==> config.mk <==
export PLATFORM = sky130hd
export DESIGN_NAME = cmd_hdr_parser
export DESIGN_NICKNAME = d
export VERILOG_FILES = /design/src/rtl/cmdp_pkg.sv /design/src/rtl/cmdp_hdr_decode.sv /design/src/rtl/cmdp_payload_seq.sv /design/src/rtl/cmdp_err_flags.sv /design/src/rtl/cmd_hdr_parser.sv
export SDC_FILE = /design/constraint.sdc
export NUM_CORES = 1
export LEC_CHECK = 0
export BUFFER_PORTS_ARGS = -buffer_cell sky130_fd_sc_hd__buf_4
export CAP_MARGIN = 20
export CORE_MARGIN = 8
export CORE_UTILIZATION = 35
export CTS_BUF_LIST = sky130_fd_sc_hd__clkbuf_16
export DETAILED_ROUTE_END_ITERATION = 7
export PLACE_DENSITY = 0.6
export SETUP_SLACK_MARGIN = 0.5
export SLEW_MARGIN = 5
export SYNTH_ARGS = -nofsm -noshare
export SYNTH_HDL_FRONTEND = slang
export SYNTH_SLANG_ARGS = --single-unit
==> constraint.sdc <==
create_clock -name clk -period 2.9 [get_ports clk]
set_clock_uncertainty 0.2 [all_clocks]
set_input_delay 0.58 -clock clk [delete_from_list [all_inputs] [get_ports clk]]
set_output_delay 0.58 -clock clk [all_outputs]
set_load 0.02 [all_outputs]
==> src/rtl/cmdp_pkg.sv <==
package cmdp_pkg;

    localparam int WORD_W = 32;
    localparam int REG_W  = 18;
    localparam int CNT_W  = 16;
    localparam int TY_MSB = WORD_W - 1;
    localparam int TY_LSB = WORD_W - 4;

    localparam logic [3:0] TY_REG_OLD = 4'h0;
    localparam logic [3:0] TY_REG_NEW = 4'h4;
    localparam logic [3:0] TY_OP_NEW  = 4'h7;
    localparam logic [3:0] TY_NOP     = 4'h8;
    localparam logic [3:0] TY_OP_OLD  = 4'hC;

    typedef enum logic [1:0] {
        ACT_NONE    = 2'd0,
        ACT_PAYLOAD = 2'd1,
        ACT_DISCARD = 2'd2
    } act_e;

    typedef enum logic {
        TGT_REG = 1'b0,
        TGT_OP  = 1'b1
    } tgt_e;

    typedef struct packed {
        act_e             act;
        tgt_e             kind;
        logic [REG_W-1:0] target;
        logic [CNT_W-1:0] count;
        logic             par_err;
        logic             type_err;
    } hdr_info_t;

    // Expected guard bit: nibble-fold then look up in a 16-entry odd-fill table.
    function automatic logic odd_fill(input logic [WORD_W-1:0] v);
        logic [3:0]  n;
        logic [15:0] tbl;
        tbl = 16'h9669;
        n   = 4'h0;
        for (int i = 0; i < WORD_W / 4; i++) begin
            n = n ^ v[i*4 +: 4];
        end
        return tbl[n];
    endfunction

endpackage

==> src/rtl/cmdp_hdr_decode.sv <==
module cmdp_hdr_decode
    import cmdp_pkg::*;
(
    input  logic [WORD_W-1:0] word,
    output hdr_info_t         info
);

    logic [6:0]  c4;
    logic [17:0] r4;
    logic [14:0] c7;
    logic [6:0]  o7;
    logic        bad4;
    logic        bad7;

    always_comb begin
        c4   = word[6:0];
        r4   = word[25:8];
        c7   = word[14:0];
        o7   = word[22:16];
        bad4 = (word[7]  != odd_fill(WORD_W'(c4))) || (word[27] != odd_fill(WORD_W'(r4)));
        bad7 = (word[15] != odd_fill(WORD_W'(c7))) || (word[23] != odd_fill(WORD_W'(o7)));
    end

    always_comb begin
        info          = '0;
        info.act      = ACT_NONE;
        info.kind     = TGT_REG;
        unique case (word[TY_MSB:TY_LSB])
            TY_REG_OLD: begin
                info.act    = ACT_PAYLOAD;
                info.kind   = TGT_REG;
                info.target = REG_W'(word[14:0]);
                info.count  = CNT_W'(word[27:16]) + CNT_W'(1);
            end
            TY_OP_OLD: begin
                info.act    = ACT_PAYLOAD;
                info.kind   = TGT_OP;
                info.target = REG_W'(word[15:8]);
                info.count  = CNT_W'(word[27:16]) + CNT_W'(1);
            end
            TY_REG_NEW: begin
                info.kind    = TGT_REG;
                info.target  = r4;
                info.count   = CNT_W'(c4);
                info.par_err = bad4;
                if (c4 != '0) begin
                    info.act = bad4 ? ACT_DISCARD : ACT_PAYLOAD;
                end
            end
            TY_OP_NEW: begin
                info.kind    = TGT_OP;
                info.target  = REG_W'(o7);
                info.count   = CNT_W'(c7);
                info.par_err = bad7;
                if (c7 != '0) begin
                    info.act = bad7 ? ACT_DISCARD : ACT_PAYLOAD;
                end
            end
            TY_NOP: begin
                info.act = ACT_NONE;
            end
            default: begin
                info.type_err = 1'b1;
            end
        endcase
    end

endmodule

==> src/rtl/cmdp_payload_seq.sv <==
module cmdp_payload_seq
    import cmdp_pkg::*;
(
    input  logic              clk,
    input  logic              rst,
    input  logic              in_valid,
    input  logic [WORD_W-1:0] in_data,
    output logic              in_ready,
    input  hdr_info_t         hdr,
    output logic              at_header,
    output logic              out_valid,
    input  logic              out_ready,
    output logic [WORD_W-1:0] out_data,
    output logic              out_kind,
    output logic [REG_W-1:0]  out_target,
    output logic              out_last
);

    typedef enum logic [1:0] {S_HDR, S_PASS, S_DROP} state_e;

    state_e           state;
    logic [CNT_W-1:0] remain;
    logic [REG_W-1:0] target;
    tgt_e             kind;
    logic             take_hdr;
    logic             fire;
    logic             drop;
    logic             final_word;

    always_comb begin
        at_header  = (state == S_HDR);
        final_word = (remain == CNT_W'(1));
        in_ready   = (state == S_PASS) ? out_ready : 1'b1;
        out_valid  = (state == S_PASS) && in_valid;
        out_data   = in_data;
        out_kind   = kind;
        out_target = target;
        out_last   = (state == S_PASS) && final_word;
        take_hdr   = at_header && in_valid;
        fire       = out_valid && out_ready;
        drop       = (state == S_DROP) && in_valid;
    end

    always_ff @(posedge clk) begin
        if (rst) begin
            state  <= S_HDR;
            remain <= '0;
            target <= '0;
            kind   <= TGT_REG;
        end else begin
            unique case (state)
                S_HDR: begin
                    if (take_hdr) begin
                        remain <= hdr.count;
                        target <= hdr.target;
                        kind   <= hdr.kind;
                        if (hdr.act == ACT_PAYLOAD) begin
                            state <= S_PASS;
                        end else if (hdr.act == ACT_DISCARD) begin
                            state <= S_DROP;
                        end
                    end
                end
                S_PASS: begin
                    if (fire) begin
                        remain <= remain - CNT_W'(1);
                        if (kind == TGT_REG) begin
                            target <= target + REG_W'(1);
                        end
                        if (final_word) begin
                            state <= S_HDR;
                        end
                    end
                end
                S_DROP: begin
                    if (drop) begin
                        remain <= remain - CNT_W'(1);
                        if (final_word) begin
                            state <= S_HDR;
                        end
                    end
                end
                default: state <= S_HDR;
            endcase
        end
    end

    AST_LAST_RETURNS: assert property (@(posedge clk) disable iff (rst)
        (fire && out_last) |=> at_header);

    AST_REG_STEP: assert property (@(posedge clk) disable iff (rst)
        (fire && !out_last && kind == TGT_REG) |=> (out_target == $past(out_target) + REG_W'(1)));

    AST_OP_HOLD: assert property (@(posedge clk) disable iff (rst)
        (fire && !out_last && kind == TGT_OP) |=> $stable(out_target));

    AST_STALL_KEEPS: assert property (@(posedge clk) disable iff (rst)
        (out_valid && !out_ready) |=> (state == S_PASS));

endmodule

==> src/rtl/cmdp_err_flags.sv <==
module cmdp_err_flags (
    input  logic clk,
    input  logic rst,
    input  logic set_par,
    input  logic set_type,
    output logic err_parity,
    output logic err_type
);

    always_ff @(posedge clk) begin
        if (rst) begin
            err_parity <= 1'b0;
            err_type   <= 1'b0;
        end else begin
            if (set_par) begin
                err_parity <= 1'b1;
            end
            if (set_type) begin
                err_type <= 1'b1;
            end
        end
    end

    AST_PAR_STICKY: assert property (@(posedge clk) disable iff (rst)
        err_parity |=> err_parity);

    AST_TYPE_STICKY: assert property (@(posedge clk) disable iff (rst)
        err_type |=> err_type);

endmodule

==> src/rtl/cmd_hdr_parser.sv <==
module cmd_hdr_parser
    import cmdp_pkg::*;
(
    input  logic              clk,
    input  logic              rst,
    input  logic              in_valid,
    input  logic [WORD_W-1:0] in_data,
    output logic              in_ready,
    output logic              out_valid,
    input  logic              out_ready,
    output logic [WORD_W-1:0] out_data,
    output logic              out_kind,
    output logic [REG_W-1:0]  out_target,
    output logic              out_last,
    output logic              err_parity,
    output logic              err_type
);

    hdr_info_t info;
    logic      at_header;
    logic      hdr_take;

    cmdp_hdr_decode i_dec (
        .word (in_data),
        .info (info)
    );

    cmdp_payload_seq i_seq (
        .clk        (clk),
        .rst        (rst),
        .in_valid   (in_valid),
        .in_data    (in_data),
        .in_ready   (in_ready),
        .hdr        (info),
        .at_header  (at_header),
        .out_valid  (out_valid),
        .out_ready  (out_ready),
        .out_data   (out_data),
        .out_kind   (out_kind),
        .out_target (out_target),
        .out_last   (out_last)
    );

    assign hdr_take = at_header && in_valid;

    cmdp_err_flags i_err (
        .clk        (clk),
        .rst        (rst),
        .set_par    (hdr_take && info.par_err),
        .set_type   (hdr_take && info.type_err),
        .err_parity (err_parity),
        .err_type   (err_type)
    );

    AST_BAD_HDR_FLAGS: assert property (@(posedge clk) disable iff (rst)
        (hdr_take && info.par_err) |=> err_parity);

    AST_BAD_HDR_SILENT: assert property (@(posedge clk) disable iff (rst)
        (hdr_take && (info.par_err || info.type_err)) |=> !out_valid);

    AST_HDR_NO_OUT: assert property (@(posedge clk) disable iff (rst)
        at_header |-> !out_valid);

endmodule

**Yosys cells after proc, flatten, opt, wreduce, memory -nomap -nowiden**

Memories as Yosys holds them, arrays and structs flattened.
Cells that the tools add are included.

- $add $sub $neg: 3
- Magnitude comparators: 4
- Equal/unequal tests: 18
- Multiplexer cells: 28
- Bitwise operators: 9
- Reductions and logical operators: 21

Operators with widths:

| cell | number |
|---|---|
| 35-bit case mux with 4 select lines | 1 |
| 18-bit two-way mux | 3 |
| 16-bit two-way mux | 3 |
| 16-bit case mux with 3 select lines | 1 |
| 18-bit case mux with 2 select lines | 1 |
| 4-bit by 5-bit less-than comparator with 1-bit output (second input constant) | 4 |
| 2-bit two-way mux | 10 |
| 4-bit bitwise XOR | 5 |
| 18-bit by 1-bit adder with 18-bit output (second input constant) | 1 |
| 16-bit by 1-bit equality test with 1-bit output (second input constant) | 1 |
| 16-bit by 1-bit subtractor with 16-bit output (second input constant) | 1 |
| 15-bit nonzero test | 1 |
| 12-bit by 1-bit adder with 13-bit output (second input constant) | 1 |
| 2-bit case mux with 3 select lines | 2 |
| 4-bit AND reduction | 3 |
| 4-bit by 3-bit bitwise XOR with 4-bit output | 3 |
| 4-bit by 3-bit equality test with 1-bit output (second input constant) | 2 |
| 4-bit equality test (second input constant) | 2 |
| 1-bit logical AND | 7 |
| 7-bit nonzero test | 1 |
| 1-bit two-way mux | 6 |
| 2-bit by 1-bit != test with 1-bit output (second input constant) | 3 |
| 5-bit OR reduction | 1 |
| 2-bit by 1-bit equality test with 1-bit output (second input constant) | 2 |
| 13 further kinds | 18 |

- Register bits after elaboration: 39
- Bits in read-only memories: 64
- Input port bits: 36
- Output and inout port bits: 56
- Logic and storage cells: 93
- Memories: 4

Memories:

| name | depth | width | rd ports | clocked after Yosys merged registers in | wr ports | RTL line | source |
|---|---|---|---|---|---|---|---|
| (no name shown) | 16 | 1 | 1 | 0 | 0 | cmdp_pkg.sv:44 | `return tbl[n];` |
| (no name shown) | 16 | 1 | 1 | 0 | 0 | cmdp_pkg.sv:44 |  |
| (no name shown) | 16 | 1 | 1 | 0 | 0 | cmdp_pkg.sv:44 |  |
| (no name shown) | 16 | 1 | 1 | 0 | 0 | cmdp_pkg.sv:44 |  |

**Depth between registers and ports, before layout**

Gate-level depths: netlist of run 1.

- Depth in word-level cells: 16
- Gate-level depth with buffers: 10
- Gate-level depth less buffers: 9

**Cells and area by module**

Synthesis of run 1 repeated with hierarchy kept, for this count alone.

- Cell total of the unflattened synthesis: 518
- Area total of the unflattened synthesis: 3,856.2 um2

Modules (own cells, without submodules):

| module | instances | cells each | area an instance (um2) | seq. area each (um2) |
|---|---|---|---|---|
| cmdp_payload_seq | 1 | 358 | 2,725.1 | 740.7 |
| cmdp_hdr_decode | 1 | 154 | 1,058.5 | 0.0 |
| cmdp_err_flags | 1 | 4 | 60.1 | 40.0 |
| cmd_hdr_parser | 1 | 2 | 12.5 | 0.0 |

**Least setup slack after synthesis of run 1**

No wires, ideal clock.

- Path kind: input to register
- Start: input port in_data[16]
- End: register i_seq.state[0]
- Arrival time: 1,954 ps
- Required time: 2,584 ps
- Slack: 630 ps
- Stages on the path: 8
- Buffers on the path: 1
- Cell sequence: buf_4 xor2_1 xnor2_1 xnor2_1 xnor3_1 nand2_2 o221ai_2 a31o_1

- Longest elaborated chain between the ends: 14

RTL lines:

| item | RTL line | source |
|---|---|---|
| from (decl) | cmd_hdr_parser.sv:7 | `input logic [WORD_W-1:0] in_data,` |
| 4-bit bitwise XOR (2 in series) | cmdp_pkg.sv:42 | `n = n ^ v[i*4 +: 4];` |
| 4-bit by 2-bit bitwise XOR with 4-bit output | cmdp_pkg.sv:42 |  |
| memory read 16 x 1 bit | -- |  |
| 1-bit two-way mux (not written as such) | cmdp_pkg.sv:44 |  |
| 1-bit != test | cmdp_hdr_decode.sv:20 | `bad4 = (word[7] != odd_fill(WORD_W'(c4))) \|\| (word[27] != odd_fill(WORD_W'(r4)));` |
| 1-bit logical OR | cmdp_hdr_decode.sv:20 |  |
| 2-bit two-way mux | cmdp_hdr_decode.sv:47 | `info.act = bad4 ? ACT_DISCARD : ACT_PAYLOAD;` |
| 2-bit two-way mux | cmdp_hdr_decode.sv:46 | `if (c4 != '0) begin` |
| 2-bit case mux with 3 select lines * | cmdp_hdr_decode.sv:28 | `unique case (word[TY_MSB:TY_LSB])` |
| 2-bit by 1-bit equality test with 1-bit output | cmdp_payload_seq.sv:57 | `if (hdr.act == ACT_PAYLOAD) begin` |
| 2-bit two-way mux | cmdp_payload_seq.sv:57 |  |
| 2-bit two-way mux | cmdp_payload_seq.sv:53 | `if (take_hdr) begin` |
| 2-bit case mux with 3 select lines | cmdp_payload_seq.sv:51 | `unique case (state)` |
| to (signal assigned) | cmdp_payload_seq.sv:58 | `state <= S_PASS;` |
| to (signal assigned) | cmdp_payload_seq.sv:60 | `state <= S_DROP;` |
| to (signal assigned) | cmdp_payload_seq.sv:71 | `state <= S_HDR;` |
| to (decl) | cmdp_payload_seq.sv:21 | `state_e state;` |

Every way passes the cells marked *; elsewhere a longest branch is shown, timed or not. The select of a mux whose other input is x is not followed.
A chain may end at the register's enable or synchronous reset.

**Worst setup path in the final report of run 1**

- Start: input port in_data[3]
- End: register i_seq.state[0]

- Longest elaborated chain between the ends: 14

RTL lines:

| item | RTL line | source |
|---|---|---|
| 4-bit bitwise XOR (2 in series) | cmdp_pkg.sv:42 |  |
| 4-bit by 3-bit bitwise XOR with 4-bit output | cmdp_pkg.sv:42 |  |
| memory read 16 x 1 bit | -- |  |
| 1-bit two-way mux (not written as such) | cmdp_pkg.sv:44 |  |
| 1-bit != test | cmdp_hdr_decode.sv:21 | `bad7 = (word[15] != odd_fill(WORD_W'(c7))) \|\| (word[23] != odd_fill(WORD_W'(o7)));` |
| 1-bit logical OR | cmdp_hdr_decode.sv:21 |  |
| 2-bit two-way mux | cmdp_hdr_decode.sv:56 | `info.act = bad7 ? ACT_DISCARD : ACT_PAYLOAD;` |
| 2-bit two-way mux | cmdp_hdr_decode.sv:55 | `if (c7 != '0) begin` |
| 2-bit case mux with 3 select lines * | cmdp_hdr_decode.sv:28 |  |
| 2-bit by 1-bit equality test with 1-bit output | cmdp_payload_seq.sv:57 |  |
| 2-bit two-way mux | cmdp_payload_seq.sv:57 |  |
| 2-bit two-way mux | cmdp_payload_seq.sv:53 |  |
| 2-bit case mux with 3 select lines | cmdp_payload_seq.sv:51 |  |

Marked as above.

==> results of run 1 <==
## cell usage after synthesis (3+ instances only)
cell type,n
sky130_fd_sc_hd__and2_1,3
sky130_fd_sc_hd__ha_1,8
sky130_fd_sc_hd__a221oi_1,6
sky130_fd_sc_hd__nand4_1,12
sky130_fd_sc_hd__nor4_1,6
sky130_fd_sc_hd__nor2_1,37
sky130_fd_sc_hd__clkbuf_1,24
sky130_fd_sc_hd__nor3_1,17
sky130_fd_sc_hd__nand3_1,14
sky130_fd_sc_hd__a31oi_1,6
sky130_fd_sc_hd__xor2_1,9
sky130_fd_sc_hd__a211oi_1,10
sky130_fd_sc_hd__o32ai_1,6
sky130_fd_sc_hd__nand2b_1,7
sky130_fd_sc_hd__buf_2,5
sky130_fd_sc_hd__and4_1,3
sky130_fd_sc_hd__o21ai_0,33
sky130_fd_sc_hd__nand2_1,56
sky130_fd_sc_hd__a22oi_1,25
sky130_fd_sc_hd__and3_1,9
sky130_fd_sc_hd__inv_1,14
sky130_fd_sc_hd__dfxtp_1,39
sky130_fd_sc_hd__xnor2_1,28
sky130_fd_sc_hd__a21oi_1,36
sky130_fd_sc_hd__or2_2,3
sky130_fd_sc_hd__buf_4,33
## per-layer routing
metal | share of wire, % | track usage (%) | vias to the layer above
li1 | - | - | 1841
met1 | 42 | 22.5 | 1830
met2 | 50 | 32.1 | 128
met3 | 6.4 | 3.15 | 10
met4 | 1.1 | 5.36 | 0
met5 | 0 | 0 | -
## cell families (layout without fill, tap and decap cells)
group                      Yosys count  after routing  synth area share (%)
xor gates and xnor gates            38             38                  9.86
AOI/OAI and AO/OA                  141            141                  26.1
adders and majority gates            8              8                  2.85
buffers and inverters               77            129                  12.0
DFF                                 39             39                  22.2
and+or+nand+nor                    186            186                  27.0
## layout make-up
| cell class | count | share of cell area (%) |
|---|---|---|
| Timing Repair Buffer | 107 | 18.8 |
| Multi-Input combinational cell | 373 | 54.8 |
| Inverter | 14 | 1.22 |
| Tap cell | 133 | 3.85 |
| Clock buffer | 5 | 2.90 |
| Sequential cell | 39 | 18.1 |
| Clock inverter | 3 | 0.290 |
## worst register-to-register path, stage by stage (launching register included)
cell and delay (ns):
sky130_fd_sc_hd__dfxtp_1 0.32, sky130_fd_sc_hd__inv_1 0.10, sky130_fd_sc_hd__ha_1 0.19, sky130_fd_sc_hd__or3b_4 0.43, sky130_fd_sc_hd__nor4_4 0.21, sky130_fd_sc_hd__buf_4 0.18, sky130_fd_sc_hd__nand2_1 0.07, sky130_fd_sc_hd__xnor2_1 0.15
sky130_fd_sc_hd__a22oi_1 0.08, sky130_fd_sc_hd__a211oi_1 0.24
## power groups by stage
stage / Clock (uW) / Sequential, uW / Combinational [uW]
after CTS: 543 / 595 / 646
final: 532 / 599 / 666
after global routing: 565 / 605 / 721
after global placement: 0 / 606 / 635
after floorplan: 0 / 614 / 432
after detailed placement: 0 / 607 / 641
## state kept, by name, summed over array words and instances, names as in the netlist
name	count
i_seq.out_target	18
i_seq.remain	16
i_seq.state	2
i_err.err_parity	1
i_err.err_type	1
i_seq.out_kind	1
## path summary, 6_finish.rpt
kind | start | end | slack, ns
worst max-delay path | in_data[3] | i_seq.state[0] | 0.59
worst min-delay path | i_err.err_type | i_err.err_type | 0.29
worst max register to register | i_seq.remain[0] | i_seq.remain[10] | 0.65
worst min register to register | i_err.err_type | i_err.err_type | 0.29
## repair_timing
action                     in CTS  in global routing
gates cloned                    0                  0
buffers inserted                1                  1
gates resized for setup         1                 19
setup endpoints to repair       4                 20
pin swaps                       1                  2
## stage by stage
stage / instances / setup WS, ns / hold WS, ns
4_1_cts: 673 / 0.513 / 0.291
3_5_place_dp: 664 / 0.343 / 0.276
5_1_grt: 674 / 0.498 / 0.320
2_1_floorplan: 489 / 0.630 / 0.262
6_report: 674 / 0.588 / 0.285
3_3_place_gp: 664 / 0.347 / 0.264
==> results.md, run 1 <==
- 0 antenna diodes ended up in the layout.
- The number of global-route vias before repair is 3,831.
- Clock tree synthesis inserted a total of 5 buffers.
- The max-capacitance violation count is 0.
- Setup violations remaining at the end of the flow were counted as 0.
- Leaving out fill and tap cells, the most frequent cells in the layout are sky130_fd_sc_hd__buf_4 (104), sky130_fd_sc_hd__nand2_1 (55), sky130_fd_sc_hd__dfxtp_1 (37).
- In the synthesized netlist, the number of instances is 489.
- The synthesized design devotes to its leading area cell type 22.2% of total area.
- Net switching is 35.6% of the power.
- The finished cells cover 0.00432 mm2.
- Global routing used 18.4% of the available tracks across all layers.
- The library cell used most frequently in the layout, excluding fill and tap cells, is sky130_fd_sc_hd__buf_4.
- The die span in y is 116 um.
- Internal power comes to 1160 uW.
- The min-delay analysis places its worst path in the category reg2reg.
- Counting every net in the synthesized netlist gives 533.
- The average wire length per cell after detail routing is 18.3 um.
- The filler cells instantiated in the layout total 1,051.
- The worst hold path passes through 2 cells.
- Entering global routing, the biggest net connects 41 pins.
- After clock tree synthesis, the flow added hold-fix buffers numbering 0.
- The arrival time at the worst endpoint is 2.33 ns.
- The number of nets in the finished design is 584.
- Clock-pin slew was measured on the worst setup and hold paths at 0.06 ns.
- The netlist uses 56 different library cells.
- For this block, the routed nets add up to 12,400 um of wire.
- On the worst path, the slowest cell contributes a delay of 0.51 ns.
- The setup TNS is 0 ns.
- The site row count is 36.
- The largest voltage drop on the vdd net is 0.000235 V.
- Detailed placement finished with a half-perimeter wire length of 9340 um.
- The overall die area is 0.0135 mm2.
- The number of levels the H-tree was split into is 2.
- In this run the tightest slew margin relative to its limit is 62.5%.
- The maximum number of buffers from clock root to sink is 2.
- The worst setup path is of the in2reg kind.
- The count of buffers added on input and output ports is 91.
- Registers take 783 um2.
- The critical path endpoint category is a flip-flop.
- The number of gates on the worst path with buffers counted is 8.
- The total area inside the core boundary comes to 0.00977 mm2.
- After synthesis, the cell types taking the most area are sky130_fd_sc_hd__dfxtp_1 (22%), sky130_fd_sc_hd__buf_4 (7.1%), sky130_fd_sc_hd__xnor2_1 (7.0%).
- The time the worst path needs with I/O delays and setup is 2.31 ns.
- The final cycle utilization of the critical path is 79.7%.
- The overall via count from detail_route is 3,809.
- The combinational share of power is 37.1%.
- The main flop type after synthesis is sky130_fd_sc_hd__dfxtp_1.
- The global-route wire length before repair is 19,800 um.
- The violation count after the first detailed-routing iteration is 337.
- The die boundary width is 116 um.
- The count of cells along the worst register-to-register path is 9.
- The share of power burned in registers is 33.4%.
- The count of synthesis-stage warnings from yosys is 0.
- The number of antenna-violating nets in the routed design is 0.
- The cell taking the most area after synthesis is sky130_fd_sc_hd__dfxtp_1.
- In this run the static leakage power is 0.00166 uW.
- The clock insertion delay at the later pin of the skew report is 0.28 ns.
- The final routed DRC violation total is 0.
- The buffer and inverter count on the worst path is 1.
- For this run, the top clock speed supported by timing is 432 MHz.
- The analysis attributes to net switching a power of 640 uW.
- The pre-antenna-repair detailed-routing pass consisted of 5 iterations.
- The boundary pin count is 92.
- The overall power is 1800 uW.
- The initial antenna violation count is 0.
- STA classifies the critical path startpoint as an input port.
- The share of power burned in the clock network is 29.6%.
- The tree is rooted in a sky130_fd_sc_hd__clkbuf_16.
- The cell family contributing the most delay on the critical path is simple AND/OR/NAND/NOR gates.
- The sequential fraction of the synthesis area is 22.2%.
- The signed area change from the synthesized netlist to the final layout is 23.0%.
- The flow ran to the end, and the final reports show no timing, DRC or antenna violations.
- The signal on the critical path passes through buf_4 > or4_1 > nor4_1 > nand3_1 > nand2_1 > a41oi_1 > nor3_1 > a31o_1.
- TritonCTS built the clock tree.
- Of all nets on the critical path, the largest fanout is 5.
- The post-placement cell area is 0.00410 mm2.
- Synthesis inferred 39 register bits.
- In the final layout, the share of cells above drive strength 1 is 25.0%.
- The netlist area before placement is 0.00351 mm2.
- The global-route congestion overflow total is 0.
- In the synthesized netlist the async set-or-reset flop fraction comes to 0%.
- Yosys mapped a number of flops with a built-in enable equal to 0.
- The max-slew violation count is 0.
- The total power per unit cell area is 416 mW/mm2.
- The number of clock sinks seen by CTS is 39.
- The number of hold violations in the final report is 0.
- A synthesized cell averages 7.18 um2.
- Setup repair after global routing left no endpoint under its margin.
- The multi-input gate area in the final layout is 0.00237 mm2.
- The starting density of the core is 35.9%.
- The standard cell with the maximum stage delay on the critical path is sky130_fd_sc_hd__or4_1.
- The routability congestion estimate from global placement is 0.911.
- For the pin with the worst max-slew slack, the measured transition is 0.558 ns.
- Cells fill 44.2% of the core in the end.
- Using the TritonRoute via totals, the vias-per-cell ratio works out to 5.65.
- The worst path required time is 2.92 ns.
Power figures use the tool's default switching activity.
==> run 2, diff against run 1 <==
Settings changed: ABC_AREA set to 1, PLACE_DENSITY 0.6 to 0.61.
Clock period 2.9 ns to 1.9 ns, I/O delays scaled along.
==> results.md, run 2 <==
- The vias per cell came to 5.29 (-6.3%).
- Traced cell by cell, the critical path runs through ha_4 > nand3_4 > nor2_4 > nand2_2 > nor2_4 > nand2_4 > nor2_4 > nand2_2 > nor2_4 > nand3_2 > nor2_1 > a21oi_1 > o21ai_1 > a21oi_1.
- The async set-reset flop share out of synthesis came to 0% (unchanged).
- In the post-synthesis netlist, the biggest area contributors are sky130_fd_sc_hd__dfxtp_1 (19%), sky130_fd_sc_hd__nand2_1 (14%), sky130_fd_sc_hd__inv_1 (7.1%).
- The worst-case setup margin in the final layout is -0.332 ns (-0.920 ns).
- The initial antenna violation count came to 0 (unchanged).
- The portion of synthesized cell area occupied by the leading cell type is 19.2% (-3.0 points).
- The final cell area excluding filler cells is 0.00761 mm2 (+76%).
- The run finished, with violations left.
- The maximum number of pins on one net before global-route repair is 29 (-29%).
- The number of antenna cells inserted was 0 (unchanged).
- The share of final-layout standard cells stronger than drive strength 1 is 58.9% (+34 points).
- The global-route wire length before repair was 27,300 um (+38%).
- The average wire length per cell after detail routing is 17.7 um (-3.7%).
- In this run the worst hold path is classified as reg2reg.
- The global-route congestion overflow total is 0 (unchanged).
- Dividing the final minimum period by the clock period gives 117%.
- The violation count after the first detailed-routing iteration is 379 (+12%).
- The final count of negative-setup-slack endpoints is 25 (+25).
- The TritonCTS buffer count came to 5 (unchanged).
- The die boundary width is 124 um (+6.6%).
- The biggest area contributor in the post-synthesis netlist is sky130_fd_sc_hd__dfxtp_1.
- The number of global-route vias before repair was 5,395 (+41%).
- The signed area change from the synthesized netlist to the final layout is 87.1%.
- The number of antenna-violating nets in the routed design is 0 (unchanged).
- The number of hold-repair buffers added at the cts stage is 0 (unchanged).
- The number of levels the H-tree was split into was 2 (unchanged).
- The library cell appearing most often on the critical path is sky130_fd_sc_hd__nor2_4.
- The post-detailed-placement half-perimeter wirelength came to 12,400 um (+33%).
- The library cell used most frequently in the layout, excluding fill and tap cells, is sky130_fd_sc_hd__buf_4.
- The critical path endpoint category is a flip-flop.
- The number of hold violations in the final report is 0 (unchanged).
- The detailed-route wire length is 18,400 um (+49%).
- The worst max-slew margin expressed relative to the limit is 50.7% (-12 points).
- The distinct cell type count after synthesis is 46 (-18%).
- The register bit total from synthesis was 39 (unchanged).
- The non-filler instance count after layout came to 1,044 (+55%).
- The arrival time at the worst endpoint was 2.21 ns (-0.12 ns).
- The total power per unit cell area is 547 mW/mm2 (+31%).
- The count of synthesis-stage warnings from yosys is 0 (unchanged).
- The netlist area before placement came to 0.00407 mm2 (+16%).
- Setup repair after global routing could not meet its margin everywhere.
- The worst-margin pin slew came to 0.739 ns (+0.181 ns).
- The number of enable flip-flop cells after synthesis came to 0 (unchanged).
- The overall power was 4160 uW (+130%).
- The number of port buffers is 91 (unchanged).
- Yosys instantiated no cell more often than sky130_fd_sc_hd__nand2_1.
- The largest voltage drop on the vdd net was 0.000486 V (+110%).
- The routability congestion estimate from global placement is 0.953 (+4.6%).
- TritonCTS built the clock tree.
- The overall via count from detail_route is 5,527 (+45%).
- The fill cell instance count of the final layout is 915 (-13%).
- The slowest stage of the critical path is the sky130_fd_sc_hd__dfxtp_4 cell.
- The number of nets produced by synthesis was 711 (+33%).
- The worst path required time was 1.88 ns (-1.04 ns).
- The max-slew violation count is 0 (unchanged).
- The utilization after layout is 67.0% (+23 points).
- Based on the critical path, the design can be clocked at up to 448 MHz.
- The site row count is 39 (+8.3%).
- The final routed DRC violation total is 0 (unchanged).
- The standard cell core area was 0.0114 mm2 (+16%).
- The sequential fraction of the synthesis area is 19.2% (-3.0 points).
- The main flop type after synthesis is sky130_fd_sc_hd__dfxtp_1.
- The boundary pin count is 92 (unchanged).
- The post-placement cell area was 0.00576 mm2 (+41%).
- The max-capacitance violation count came to 0 (unchanged).
- The cell chosen for the clock root is sky130_fd_sc_hd__clkbuf_16.
- The clock insertion delay at the later pin of the skew report is 0.29 ns (about the same).
- The kind of launch point of the worst setup path is a flip-flop.
- The delay of the slowest critical-path stage was 0.37 ns (-0.14 ns).
- In the layout the commonest cells are sky130_fd_sc_hd__buf_4 (202), sky130_fd_sc_hd__nand2_1 (112), sky130_fd_sc_hd__inv_1 (57).
- The overall die area is 0.0153 mm2 (+14%).
- The standby leakage power is 0.00350 uW (+110%).
- The cell count after placement is 967 (+46%).
- The number of nets in the finished design is 944 (+62%).
- The clock transition time at the flip-flop clock pins of the worst setup and hold paths was 0.07 ns (about the same).
- The die span in y came to 124 um (+6.6%).
- The final reports fail on setup timing.
- The number of clock sinks seen by CTS is 39 (unchanged).
- The count of mapped cells out of synthesis came to 667 (+36%).
- The starting density of the core came to 35.8% (-0.16 points).
- The first-pass iteration count of the detailed router is 5 (unchanged).
- The average footprint of a synthesized cell was 6.10 um2 (-15%).
- The time the worst path needs with I/O delays and setup is 2.23 ns.
- The highest fanout seen on the critical path came to 3 (-2).
- The category of the most critical setup path is reg2reg.
- Counting instances in the post-synthesis netlist gives the leading cell types as sky130_fd_sc_hd__nand2_1 (147), sky130_fd_sc_hd__inv_1 (77), sky130_fd_sc_hd__nand3_1 (52).
- The number of flip-flops in the largest register is 18 (unchanged).
- The total global routing track utilization is 22.6% (+4.2 points).
- The maximum number of buffers from clock root to sink is 2 (unchanged).
-- run 2: layout make-up --
class                           count  area [um2]  share of cell area [%]
Timing Repair inverter              2        15.0                   0.197
Inverter                           94         407                    5.34
Timing Repair Buffer              273        2450                    32.2
Clock inverter                      3        38.8                   0.510
Multi-Input combinational cell    485        3550                    46.7
Clock buffer                        5         125                    1.64
Tap cell                          143         179                    2.35
Sequential cell                    39         838                    11.0
-- run 2: cells by family (layout without fill, tap and decap cells) --
logic type | count (synthesis) | count (layout) | synth area share [%]
flip-flops | 39 | 39 | 19.2
AND/OR/NAND/NOR | 305 | 305 | 33.9
AO/OA/AOI/OAI | 154 | 154 | 22.7
adder cells (fa/ha/maj) | 8 | 8 | 2.46
XOR/XNOR | 18 | 18 | 4.98
buffers and inverters | 143 | 377 | 16.7
-- run 2: routing by layer --
| metal | track usage, % | vias up | share of wire [%] |
|---|---|---|---|
| met5 | 0 | - | 0 |
| met4 | 8.43 | 0 | 2.8 |
| li1 | - | 2673 | - |
| met2 | 40.1 | 208 | 51 |
| met3 | 3.35 | 44 | 5.5 |
| met1 | 26.8 | 2602 | 40 |
-- run 2: power by group --
part	internal [uW]	leakage, uW	switching (uW)
sequential	895	0.000332	88.0
clock	614	0.0000812	373
combinational	992	0.00309	1200
-- run 2: critical path: cells and delay by family, from the launching register on --
| kind | cells | cell delay (ns) |
|---|---|---|
| adders and majority gates | 1 | 0.15 |
| DFF | 1 | 0.37 |
| AOI/OAI and AO/OA | 3 | 0.28 |
| and+or+nand+nor | 10 | 1.12 |
-- run 2: path summary, 6_finish.rpt --
check	startpoint	to	slack, ns	cells after the start
setup / recovery	i_seq.out_target[1]	i_seq.out_target[14]	-0.33	14
hold / removal	i_seq.out_target[17]	i_seq.out_target[17]	0.28	2
setup reg to reg	i_seq.out_target[1]	i_seq.out_target[14]	-0.33	14
hold reg to reg	i_seq.out_target[17]	i_seq.out_target[17]	0.28	2
-- run 2: per-stage QoR --
stage,TNS [ns],hold slack (ns),setup slack (ns)
after detailed placement,-3.71,0.259,-0.359
after global placement,-3.22,0.258,-0.329
final,-3.21,0.284,-0.332
after floorplan,-0.141,0.230,-0.122
after CTS,-1.73,0.284,-0.269
after global routing,-6.02,0.288,-0.406
-- run 2: what timing repair did --
item                                    4_1_cts  5_1_grt
gates resized for setup                     212       94
cloned                                        6        0
pin swaps                                    76       56
buffers inserted                             46       17
endpoints found under the setup margin       59       60
